--- src/rtl/mulSeqPkg.sv ---
package mulSeqPkg;

  localparam int CODE_W = 4;
  localparam int ITER_W = 3;

  typedef enum logic [CODE_W-1:0] {
    OP_ALU      = 4'd0,
    OP_ALU_SHK  = 4'd1,
    OP_ALU_SHR  = 4'd2,
    OP_HMUL     = 4'd3,
    OP_HMAC     = 4'd4,
    OP_MUL      = 4'd5,
    OP_MULF     = 4'd6,
    OP_LMUL     = 4'd7,
    OP_LMULF    = 4'd8
  } opClassE;

  // where in the pipe the value result appears
  typedef enum logic [1:0] {
    RDY_AFTER_EX  = 2'd0,
    RDY_AFTER_MEM = 2'd1,
    RDY_IN_EX     = 2'd2
  } rdyPointE;

  typedef struct packed {
    logic [ITER_W-1:0] iters;
    logic [ITER_W-1:0] valIter;
    rdyPointE          point;
    logic              setsFlags;
  } opProfileT;

  // control -> stages
  typedef struct packed {
    logic accept;
    logic exStep;
    logic exRetire;
  } seqCtrlT;

  // stages -> control
  typedef struct packed {
    logic              exValid;
    logic [ITER_W-1:0] exIter;
    opProfileT         exProf;
    logic              memValid;
    opProfileT         memProf;
    logic              wbValid;
    opProfileT         wbProf;
  } stageStatT;

  function automatic opProfileT mkProf(input int n, input int v,
                                       input rdyPointE p, input logic f);
    opProfileT r;
    r.iters     = ITER_W'(n);
    r.valIter   = ITER_W'(v);
    r.point     = p;
    r.setsFlags = f;
    return r;
  endfunction

  function automatic opProfileT profileOf(input logic [CODE_W-1:0] code);
    opProfileT r;
    case (opClassE'(code))
      OP_ALU_SHR: r = mkProf(2, 0, RDY_AFTER_EX,  1'b0);
      OP_HMUL:    r = mkProf(1, 0, RDY_AFTER_MEM, 1'b0);
      OP_HMAC:    r = mkProf(2, 0, RDY_AFTER_EX,  1'b0);
      OP_MUL:     r = mkProf(2, 0, RDY_AFTER_MEM, 1'b0);
      OP_MULF:    r = mkProf(4, 3, RDY_IN_EX,     1'b1);
      OP_LMUL:    r = mkProf(3, 0, RDY_AFTER_MEM, 1'b0);
      OP_LMULF:   r = mkProf(5, 4, RDY_IN_EX,     1'b1);
      default:    r = mkProf(1, 0, RDY_AFTER_EX,  1'b0);
    endcase
    return r;
  endfunction

endpackage

--- src/rtl/mulSeqStages.sv ---
module mulSeqStages
  import mulSeqPkg::*;
(
  input  logic              clk,
  input  logic              rstN,
  input  seqCtrlT           ctrl,
  input  logic [CODE_W-1:0] inClass,
  output stageStatT         stat
);

  logic              exValid, memValid, wbValid;
  logic [ITER_W-1:0] exIter;
  opProfileT         exProf, memProf, wbProf;

  always_ff @(posedge clk) begin
    if (!rstN) begin
      exValid  <= 1'b0;
      exIter   <= '0;
      exProf   <= '0;
      memValid <= 1'b0;
      memProf  <= '0;
      wbValid  <= 1'b0;
      wbProf   <= '0;
    end else begin
      if (ctrl.accept) begin
        exValid <= 1'b1;
        exIter  <= ITER_W'(1);
        exProf  <= profileOf(inClass);
      end else if (ctrl.exRetire) begin
        exValid <= 1'b0;
      end else if (ctrl.exStep) begin
        exIter <= exIter + ITER_W'(1);
      end
      memValid <= ctrl.exRetire;
      if (ctrl.exRetire) memProf <= exProf;
      wbValid <= memValid;
      wbProf  <= memProf;
    end
  end

  always_comb begin
    stat.exValid  = exValid;
    stat.exIter   = exIter;
    stat.exProf   = exProf;
    stat.memValid = memValid;
    stat.memProf  = memProf;
    stat.wbValid  = wbValid;
    stat.wbProf   = wbProf;
  end

  // iteration counter stays inside the class's iteration window
  assert_iter_bound_R3: assert property (@(posedge clk) disable iff (!rstN)
    exValid |-> (exIter >= ITER_W'(1) && exIter <= exProf.iters));

  // an operation with iterations left stays put with the same profile
  assert_hold_busy_R12: assert property (@(posedge clk) disable iff (!rstN)
    (exValid && exIter != exProf.iters) |=> (exValid && $stable(exProf)));

  // memory is only entered from execute, write only from memory
  assert_mem_from_ex_R11: assert property (@(posedge clk) disable iff (!rstN)
    memValid |-> $past(exValid));
  assert_wb_from_mem_R11: assert property (@(posedge clk) disable iff (!rstN)
    wbValid |-> $past(memValid));

endmodule

--- src/rtl/mulSeqCtrl.sv ---
module mulSeqCtrl
  import mulSeqPkg::*;
(
  input  logic      clk,
  input  logic      rstN,
  input  logic      opValid,
  input  stageStatT stat,
  output seqCtrlT   ctrl,
  output logic      opReady,
  output logic      stall,
  output logic      valueReady,
  output logic      flagsReady
);

  logic exLast, exEarly, valFromEx, valFromMem, valFromWb;

  always_comb begin
    exLast  = stat.exValid && (stat.exIter == stat.exProf.iters);
    exEarly = stat.exValid && !exLast;

    stall   = exEarly;
    opReady = !exEarly;

    ctrl.accept   = opValid && !exEarly;
    ctrl.exStep   = exEarly;
    ctrl.exRetire = exLast;

    valFromEx  = stat.exValid && (stat.exProf.point == RDY_IN_EX) &&
                 (stat.exIter == stat.exProf.valIter + ITER_W'(1));
    valFromMem = stat.memValid && (stat.memProf.point == RDY_AFTER_EX);
    valFromWb  = stat.wbValid && (stat.wbProf.point == RDY_AFTER_MEM);

    valueReady = valFromEx || valFromMem || valFromWb;
    flagsReady = stat.memValid && stat.memProf.setsFlags;
  end

  // flags of a flag-setting multiply trail its value by exactly one cycle
  assert_flags_after_value_R9: assert property (@(posedge clk) disable iff (!rstN)
    flagsReady |-> $past(valueReady));

  // no acceptance is possible while the stall is raised
  assert_stall_blocks_R12: assert property (@(posedge clk) disable iff (!rstN)
    (stall && opValid) |=> stat.exIter != ITER_W'(1));

endmodule

--- src/rtl/mulExecSeq.sv ---
module mulExecSeq
  import mulSeqPkg::*;
#(
  parameter int CLASS_W = mulSeqPkg::CODE_W
) (
  input  logic               clk,
  input  logic               rstN,
  input  logic               opValid,
  input  logic [CLASS_W-1:0] opClass,
  output logic               opReady,
  output logic               stall,
  output logic               valueReady,
  output logic               flagsReady,
  output logic               exBusy,
  output logic               memBusy,
  output logic               wbBusy
);

  seqCtrlT   ctrl;
  stageStatT stat;

  mulSeqCtrl u_ctrl (
    .clk        (clk),
    .rstN       (rstN),
    .opValid    (opValid),
    .stat       (stat),
    .ctrl       (ctrl),
    .opReady    (opReady),
    .stall      (stall),
    .valueReady (valueReady),
    .flagsReady (flagsReady)
  );

  mulSeqStages u_stages (
    .clk     (clk),
    .rstN    (rstN),
    .ctrl    (ctrl),
    .inClass (CODE_W'(opClass)),
    .stat    (stat)
  );

  assign exBusy  = stat.exValid;
  assign memBusy = stat.memValid;
  assign wbBusy  = stat.wbValid;

endmodule

--- config.mk ---
export PLATFORM = sky130hd
export DESIGN_NAME = mulExecSeq
export DESIGN_NICKNAME = d
export VERILOG_FILES = /design/src/rtl/mulSeqPkg.sv /design/src/rtl/mulSeqStages.sv /design/src/rtl/mulSeqCtrl.sv /design/src/rtl/mulExecSeq.sv
export SDC_FILE = /design/constraint.sdc
export NUM_CORES = 1
export LEC_CHECK = 0
export ABC_AREA = 1
export ABC_CLOCK_PERIOD_IN_PS = 2300
export BUFFER_PORTS_ARGS = -buffer_cell sky130_fd_sc_hd__buf_2
export CAP_MARGIN = 25
export CORE_UTILIZATION = 51
export CTS_BUF_LIST = sky130_fd_sc_hd__clkbuf_8
export DETAILED_ROUTE_END_ITERATION = 12
export PLACE_DENSITY = 0.74
export SLEW_MARGIN = 20
export SYNTH_ARGS = -nofsm -noshare
export SYNTH_HDL_FRONTEND = slang
export SYNTH_SLANG_ARGS = --single-unit
--- constraint.sdc ---
create_clock -name clk -period 2.3 [get_ports clk]
set_input_delay 0 -clock clk [delete_from_list [all_inputs] [get_ports clk]]
set_output_delay 0 -clock clk [all_outputs]
set_load 0.03 [all_outputs]
======== Yosys cells after proc, flatten, opt, wreduce, memory -nomap -nowiden ========
Cells that the tools add are included.
word-level totals
  register bits after elaboration ......... 20
  bits in latches ......................... 0
  bits in writable memories ............... 0
  bits in read-only memories .............. 0
  input bits .............................. 7
  output and inout port bits .............. 7
  logic and storage cells ................. 53
  memories ................................ 0
cells by class
  add/subtract/negate cells ............... 2
  multiply operators ...................... 0
  div/mod/pow operators ................... 0
  $lt $le $gt $ge ......................... 0
  equal/unequal tests ..................... 12
  shift-type cells ........................ 0
  muxes and demuxes ....................... 6
  bitwise logic cells ..................... 2
  reductions and logical operators ........ 19
operators with widths
  kind                 count
  $pmux 9 s6           1
  $eq 4x3->1 const B   4
  $eq 4x2->1 const B   2
  $logic_and 1x1->1    8
  $add 3x1->3 const B  2
  $eq 3x3->1           2
  $mux 1               5
  $eq 4x4->1 const B   1
  $reduce_and 2->1     2
  $reduce_bool 2->1    2
  $reduce_or 2->1      2
  $eq 2x1->1 const B   1
  $eq 2x2->1 const B   1
  $logic_not 1->1      2
  $logic_not 2->1      1
  $logic_or 1x1->1     2
  $ne 2x2->1 const B   1
  $not 1->1            2

======== Longest topological paths before layout ========
Gate-level depths: netlist (run 1).
  word-level depth ........................ 8
  depth in mapped cells ................... 9
  mapped depth without buffers ............ 9

======== Cells and area by module ========
A second synthesis (run 1) with hierarchy kept.
second synthesis, totals
  cells, all modules ...................... 167
  area total of the unflattened synthesis .. 1152.4 um^2
modules (own cells, without submodules)
  module        times used  cells each  area each (um^2)  seq. area each (um^2)
  mulSeqStages  1           119         935.9             480.5
  mulSeqCtrl    1           48          216.5             0.0

======== Worst setup path before layout (run 1) ========
OpenSTA, ideal clock, no wires.
  path type ............................... register to output
  start point ............................. register u_stages.exValid
  end point ............................... output valueReady
  arrival ................................. 1.282 ns
  required time ........................... 2.300 ns
  path slack .............................. 1.018 ns
  cell stages (with the launch flop) ...... 7
  path buffers ............................ 0
  cell sequence ........................... dfxtp_1 -> nand2_1 -> nor3_1 -> nand2_1 -> a21oi_1 -> o21ai_0 -> nand3_1
on the way
  longest elaborated chain between the ends .. 4
RTL lines
  what                             RTL line            source
  start, declared                  mulSeqStages.sv:11  logic exValid, memValid, wbValid;
  start signal, assigned           mulSeqStages.sv:17  exValid <= 1'b0;
  start signal, assigned           mulSeqStages.sv:26  exValid <= 1'b1;
  start signal, assigned           mulSeqStages.sv:30  exValid <= 1'b0;
  $logic_and 1x1->1 (2 in series)  mulSeqCtrl.sv:28    valFromEx = stat.exValid && (stat.exProf.point == RDY_IN_EX) &&
  $logic_or 1x1->1 (2 in series)   mulSeqCtrl.sv:33    valueReady = valFromEx || valFromMem || valFromWb;
  end, declared                    mulExecSeq.sv:12    output logic valueReady,
Every way passes these cells.

======== Worst setup path in the final report (run 1) ========
Ends and elaborated chain as after synthesis.

==> results.yml, run 1 <==
cells_and_area:
  layout.nets: 136
  diodes: 0
  layout_commonest_cell: "nand2_1"
  nFillCells: 110
  areaGrowthSynthToFinish_pct: 15.1
  final_cell_mix: "27 x nand2_1, 17 x inv_1, 16 x dfxtp_1"
  final_area_um2: 908
  drive_above_1_share_pct: 16.5
  final_util_pct: 66.5
synth:
  seq_area_frac_synth_pct: 40.6
  synth_top_area_share_pct: 40.6
  yosys-top-cells-area: "dfxtp_1 41%, nand2_1 13%, inv_1 8.1%"
  synth_cells: 113
  synth_nets: 121
  synth_top_area_cell: "dfxtp_1"
  ys_seq_elements: 16
  synth.distinct_cells: 22
  yosys_warnings: 0
  syn_area_per_cell_um2: 6.99
  synth_area_um2: 790
cts:
  h-tree-depth: 1
  cts_made_buffers: 3
  cts_max_path_buffers: 2
  cts_tree: "yes"
  worstSkewPairLatency_ps: 240
  post-cts-setup-buffers: 0
  clock_sinks: 16
  cts.reportedPaths.clkPinSlew_ps: 60
  cts_root_buf: "clkbuf_8"
  post_cts_hold_buffer_count: 0
  cts_resized: 0
hold_path:
  hp-start: "rstN"
  hold-path-endpoint: "u_stages.wbValid"
  hold_path.class: "primary input to register"
  holdPathStages: 3
route:
  ant_nets: 0
  via_per_inst: 5.17
  wl_met2_um: 745
  num_vias: 734
  wl_per_cell_um: 10.9
  wl_met1_um: 746
  drc_errors: 0
  dr.pass1.iters: 4
  wl_met3_um: 57
  dr.first_iter.drc_count: 18
  highest_layer: "met3"
  finalWirelength_um: 1550
timing:
  fin_hold_ws_ps: 88.5
  period_minus_slack_ps: 1500
  finalHoldViolations: 0
  grt_setup_unrepaired: "no"
  setup_violations: 0
  maxSlewViolCount: 0
  worst-slew-pin-transition_ps: 269
  timing.fmax_mhz: 668
  finClkSkew_ps: 1.10
  fin_crit_sh_pct: 65.1
  slew_headroom_pct: 82.0
  fin_tns_setup_ps: 0
global_route:
  antenna_found_initial: 0
  overflow: 0
  grt_max_degree: 14
  gr-usage-all-layers_pct: 22.4
  grt_pass1_vias: 583
  grt_pass1_wl_um: 2420
critical_path:
  reg2reg_depth: 8
  timing.rr.end: "u_stages.exIter[2]"
  endpoint_kind: "output pin"
  r2r_setup_slack_ps: 990
  cp_data_required_time_ps: 2300
  crit_type: "register to output pin"
  crit_fanout: 6
  start_kind: "register"
  cp-startpoint: "u_stages.exValid"
  worstPathArrival_ps: 1500
  reg2reg_from: "u_stages.exIter[0]"
place:
  hpwl_um: 1150
  gp_congestion: 0.758
  port_buffers: 13
  dpl_cell_area_um2: 853
floorplanning:
  rows: 13
  coreArea_um2: 1370
  io_pins: 14
  die_w_um: 41.3
  die_h_um: 41.3
  dieArea_um2: 1710
  start_util_pct: 57.8
status:
  status: "finished, final reports clean"
power_and_ir_drop:
  p_per_area_nw_per_um2: 753
  leakage_nw: 0.492
  ir_drop_mv: 0.584
  fin_total_pwr_mw: 0.684
job:
  drv_cap: 0
==> cells by family (layout without fill, tap and decap cells) <==
group / Yosys count / after routing / share of synthesized area (%)
AO/OA/AOI/OAI: 14 / 14 / 9.67
flip-flops: 16 / 16 / 40.6
XOR/XNOR: 4 / 4 / 4.44
buffers and inverters: 20 / 34 / 10.6
adder cells (fa/ha/maj): 1 / 1 / 1.58
AND/OR/NAND/NOR: 58 / 58 / 33.1
==> power by group <==
part	total (mW)	internal, mW	switching [mW]
registers	0.314	0.296	0.0176
clock network	0.245	0.152	0.0930
logic	0.126	0.0431	0.0827
total	0.684	0.491	0.193
==> synthesized netlist by cell type <==
master / number
nand2_1: 27
inv_1: 17
dfxtp_1: 16
nor2_1: 15
a21oi_1: 8
nand3_1: 8
nor3_1: 3
nand2_2: 2
o21ai_0: 2
xnor2_1: 2
xor2_1: 2
a211oi_1: 1
a21boi_1: 1
buf_2: 1
buf_6: 1
clkbuf_1: 1
ha_1: 1
nand2_4: 1
nand3_4: 1
nand3b_1: 1
o21ai_1: 1
o22ai_1: 1
==> worst max-delay path, cell delays in order (launching register included) <==
cell	delay [ps]
dfxtp_1	470
nand2_1	80
nor3_1	160
nand2_1	80
a21oi_1	100
o21ai_0	90
nand3_1	80
buf_2	190
==> worst max-delay path by stage <==
stage                         to  cells after the start
3_5_place_dp   u_stages.stat[27]                      7
2_1_floorplan         valueReady                      6
6_report              valueReady                      7
4_1_cts               valueReady                      7
5_1_grt               valueReady                      7
3_3_place_gp   u_stages.stat[21]                      6
==> area by class of cell <==
| class | instances | area (um^2) | area share [%] |
|---|---|---|---|
| clock buffer | 4 | 55.1 | 6.06 |
| inverter | 17 | 63.8 | 7.02 |
| multi-input combinational | 77 | 385 | 42.4 |
| sequential | 16 | 320 | 35.3 |
| tap | 15 | 18.8 | 2.07 |
| timing repair buffer | 13 | 65.1 | 7.16 |
==> per-layer routing <==
| metal | vias up | GRT usage (%) |
|---|---|---|
| li1 | 380 | - |
| met1 | 338 | 28.8 |
| met2 | 16 | 37.1 |
| met3 | 0 | 7.98 |
| met4 | 0 | 2.42 |
| met5 | - | 0 |
==> per-stage QoR <==
stage | instances | worst slack (ps)
2_1_floorplan | 113 | 1020
3_3_place_gp | 138 | 1010
3_5_place_dp | 138 | 1010
4_1_cts | 142 | 792
5_1_grt | 142 | 611
6_report | 142 | 803
==> state kept, by name (all words and copies together) (netlist names) <==
name and count:
u_stages.wbValid 1, u_stages.stat 10, u_stages.exIter 3, u_stages.exValid 1
u_stages.memValid 1
No activity file was read; power rests on OpenSTA's default activity.
==> run 2, diff against run 1 <==
--- a/config.mk
+++ b/config.mk
@@ -6,7 +6,7 @@
 export NUM_CORES = 1
 export LEC_CHECK = 0
 export ABC_AREA = 1
-export ABC_CLOCK_PERIOD_IN_PS = 2300
+export ABC_CLOCK_PERIOD_IN_PS = 1500
 export BUFFER_PORTS_ARGS = -buffer_cell sky130_fd_sc_hd__buf_2
 export CAP_MARGIN = 25
 export CORE_UTILIZATION = 51
==> constraint.sdc (replaced) <==
create_clock -name clk -period 1.5 [get_ports clk]
set_input_delay 0 -clock clk [delete_from_list [all_inputs] [get_ports clk]]
set_output_delay 0 -clock clk [all_outputs]
set_load 0.03 [all_outputs]
==> run 2 against run 1 <==
Net effect:
- sequential power is 53% higher
- clock skew is 1.2 ps higher
- global-route usage is 1.3 points lower
- count of clock-buffer cells in the layout unchanged
- critical path depth decreased by 2
- die area unchanged
- worst setup slack worse by 700 ps
- combinational power is 57% higher
- register-to-register slack got worse by 780 ps
- largest power group unchanged
==> results.yml, run 2 (synthesis gave the netlist of run 1 again) <==
cts:
  post_cts_hold_buffer_count: 0
  worstSkewPairLatency_ps: 250
  clock_sinks: 16
  cts.reportedPaths.clkPinSlew_ps: 60
  cts_root_buf: "clkbuf_8"
  h-tree-depth: 1
  cts_tree: "yes"
  cts_max_path_buffers: 2
  cts_made_buffers: 3
timing:
  timing.fmax_mhz: 714
  maxSlewViolCount: 0
  slew_headroom_pct: 83.4
  setup_violations: 0
  grt_setup_unrepaired: "no"
  fin_crit_sh_pct: 93.4
  finClkSkew_ps: 2.31
  period_minus_slack_ps: 1400
  finalHoldViolations: 0
  worst-slew-pin-transition_ps: 247
  fin_tns_setup_ps: 0
cells_and_area:
  layout_commonest_cell: "nand2_1"
  largest_reg_flops: 10
  areaGrowthSynthToFinish_pct: 17.9
  final_cell_mix: "27 x nand2_1, 17 x inv_1, 16 x dfxtp_1"
  diodes: 0
  layout.nets: 138
  drive_above_1_share_pct: 18.6
critical_path:
  cp-startpoint: "u_stages.exIter[1]"
  crit_fanout: 13
  endpoint_kind: "output pin"
  reg2reg_from: "u_stages.exIter[1]"
  r2r_setup_slack_ps: 210
  worstPathArrival_ps: 1400
  timing.rr.end: "u_stages.stat[20]"
  crit_end: "stall"
  cp_data_required_time_ps: 1500
  start_kind: "register"
  reg2reg_depth: 6
  crit_type: "register to output pin"
floorplanning:
  dieArea_um2: 1710
  io_pins: 14
  coreArea_um2: 1370
  rows: 13
  die_h_um: 41.3
  die_w_um: 41.3
  start_util_pct: 57.8
status:
  status: "finished, final reports clean"
global_route:
  grt-busiest-layer: "met2"
  grtUsageMet3_pct: 3.19
  gr-usage-all-layers_pct: 21.1
  overflow: 0
  grt_max_degree: 14
  grt_pass1_wl_um: 2300
  use_met1_pct: 27.3
  grt_pass1_vias: 576
  globalRouteMet2Util_pct: 33.2
  antenna_found_initial: 0
place:
  gp_congestion: 0.767
  port_buffers: 13
  hpwl_um: 1150
job:
  drv_cap: 0
route:
  via_per_inst: 5.12
  finalWirelength_um: 1530
  wl_per_cell_um: 10.6
  num_vias: 737
  dr.first_iter.drc_count: 18
  drc_errors: 0
  dr.pass1.iters: 4
  ant_nets: 0
hold_path:
  hold_path.class: "primary input to register"
power_and_ir_drop:
  ir_drop_mv: 0.694
  p_per_area_nw_per_um2: 1130
  fin_total_pwr_mw: 1.05
  leakage_nw: 0.506
==> run 2: layout make-up <==
type,count,area [um^2]
inverters,17,63.8
well taps,15,18.8
clock buffers,4,55.1
flip-flops and latches,16,320
multi-input cells,77,390
repair buffers,15,82.6
fillers,117,435
==> run 2: worst max-delay path, cell delays in order (launching register included) <==
cell	delay, ps
dfxtp_1	350
xnor2_1	260
nand3_4	140
nand2_4	160
inv_1	70
buf_2	170
==> run 2: metrics by stage <==
step / instance area, um^2 / std cells / worst slack [ps] / hold slack (ps) / utilization, %
2_1_floorplan: 790 / 113 / 218 / 116 / -
3_3_place_gp: 868 / 140 / 237 / 344 / 63.6
3_5_place_dp: 868 / 140 / 230 / 337 / 63.6
4_1_cts: 923 / 144 / 96.1 / 77.4 / 67.6
5_1_grt: 931 / 144 / 9.78 / 106 / 68.1
6_report: 931 / 144 / 99.5 / 88.5 / 68.1
==> run 2: per-layer routing <==
metal / wire [um] / up-vias
met5: 0 / -
met4: 14 / 0
met3: 56 / 2
met2: 734 / 18
met1: 726 / 335
li1: - / 382
==> run 2: power by group <==
group | internal [mW] | switching (mW)
combinational | 0.0700 | 0.128
sequential | 0.454 | 0.0254
clock | 0.233 | 0.141
==> run 2: repair_timing <==
action,4_1_cts,5_1_grt
gates resized for setup,0,2
setup buffers,0,0
endpoints found under the setup margin,0,1
==> run 2: worst min-delay path by stage <==
| stage | start | endpoint | slack, ps | depth (start not counted) |
|---|---|---|---|---|
| 4_1_cts | rstN | u_stages.wbValid | 80 | 3 |
| 2_1_floorplan | rstN | u_stages.stat[1] | 120 | 2 |
| 5_1_grt | rstN | u_stages.stat[27] | 110 | 3 |
| 3_3_place_gp | rstN | u_stages.stat[20] | 340 | 3 |
| 6_report | rstN | u_stages.wbValid | 90 | 3 |
| 3_5_place_dp | rstN | u_stages.wbValid | 340 | 3 |
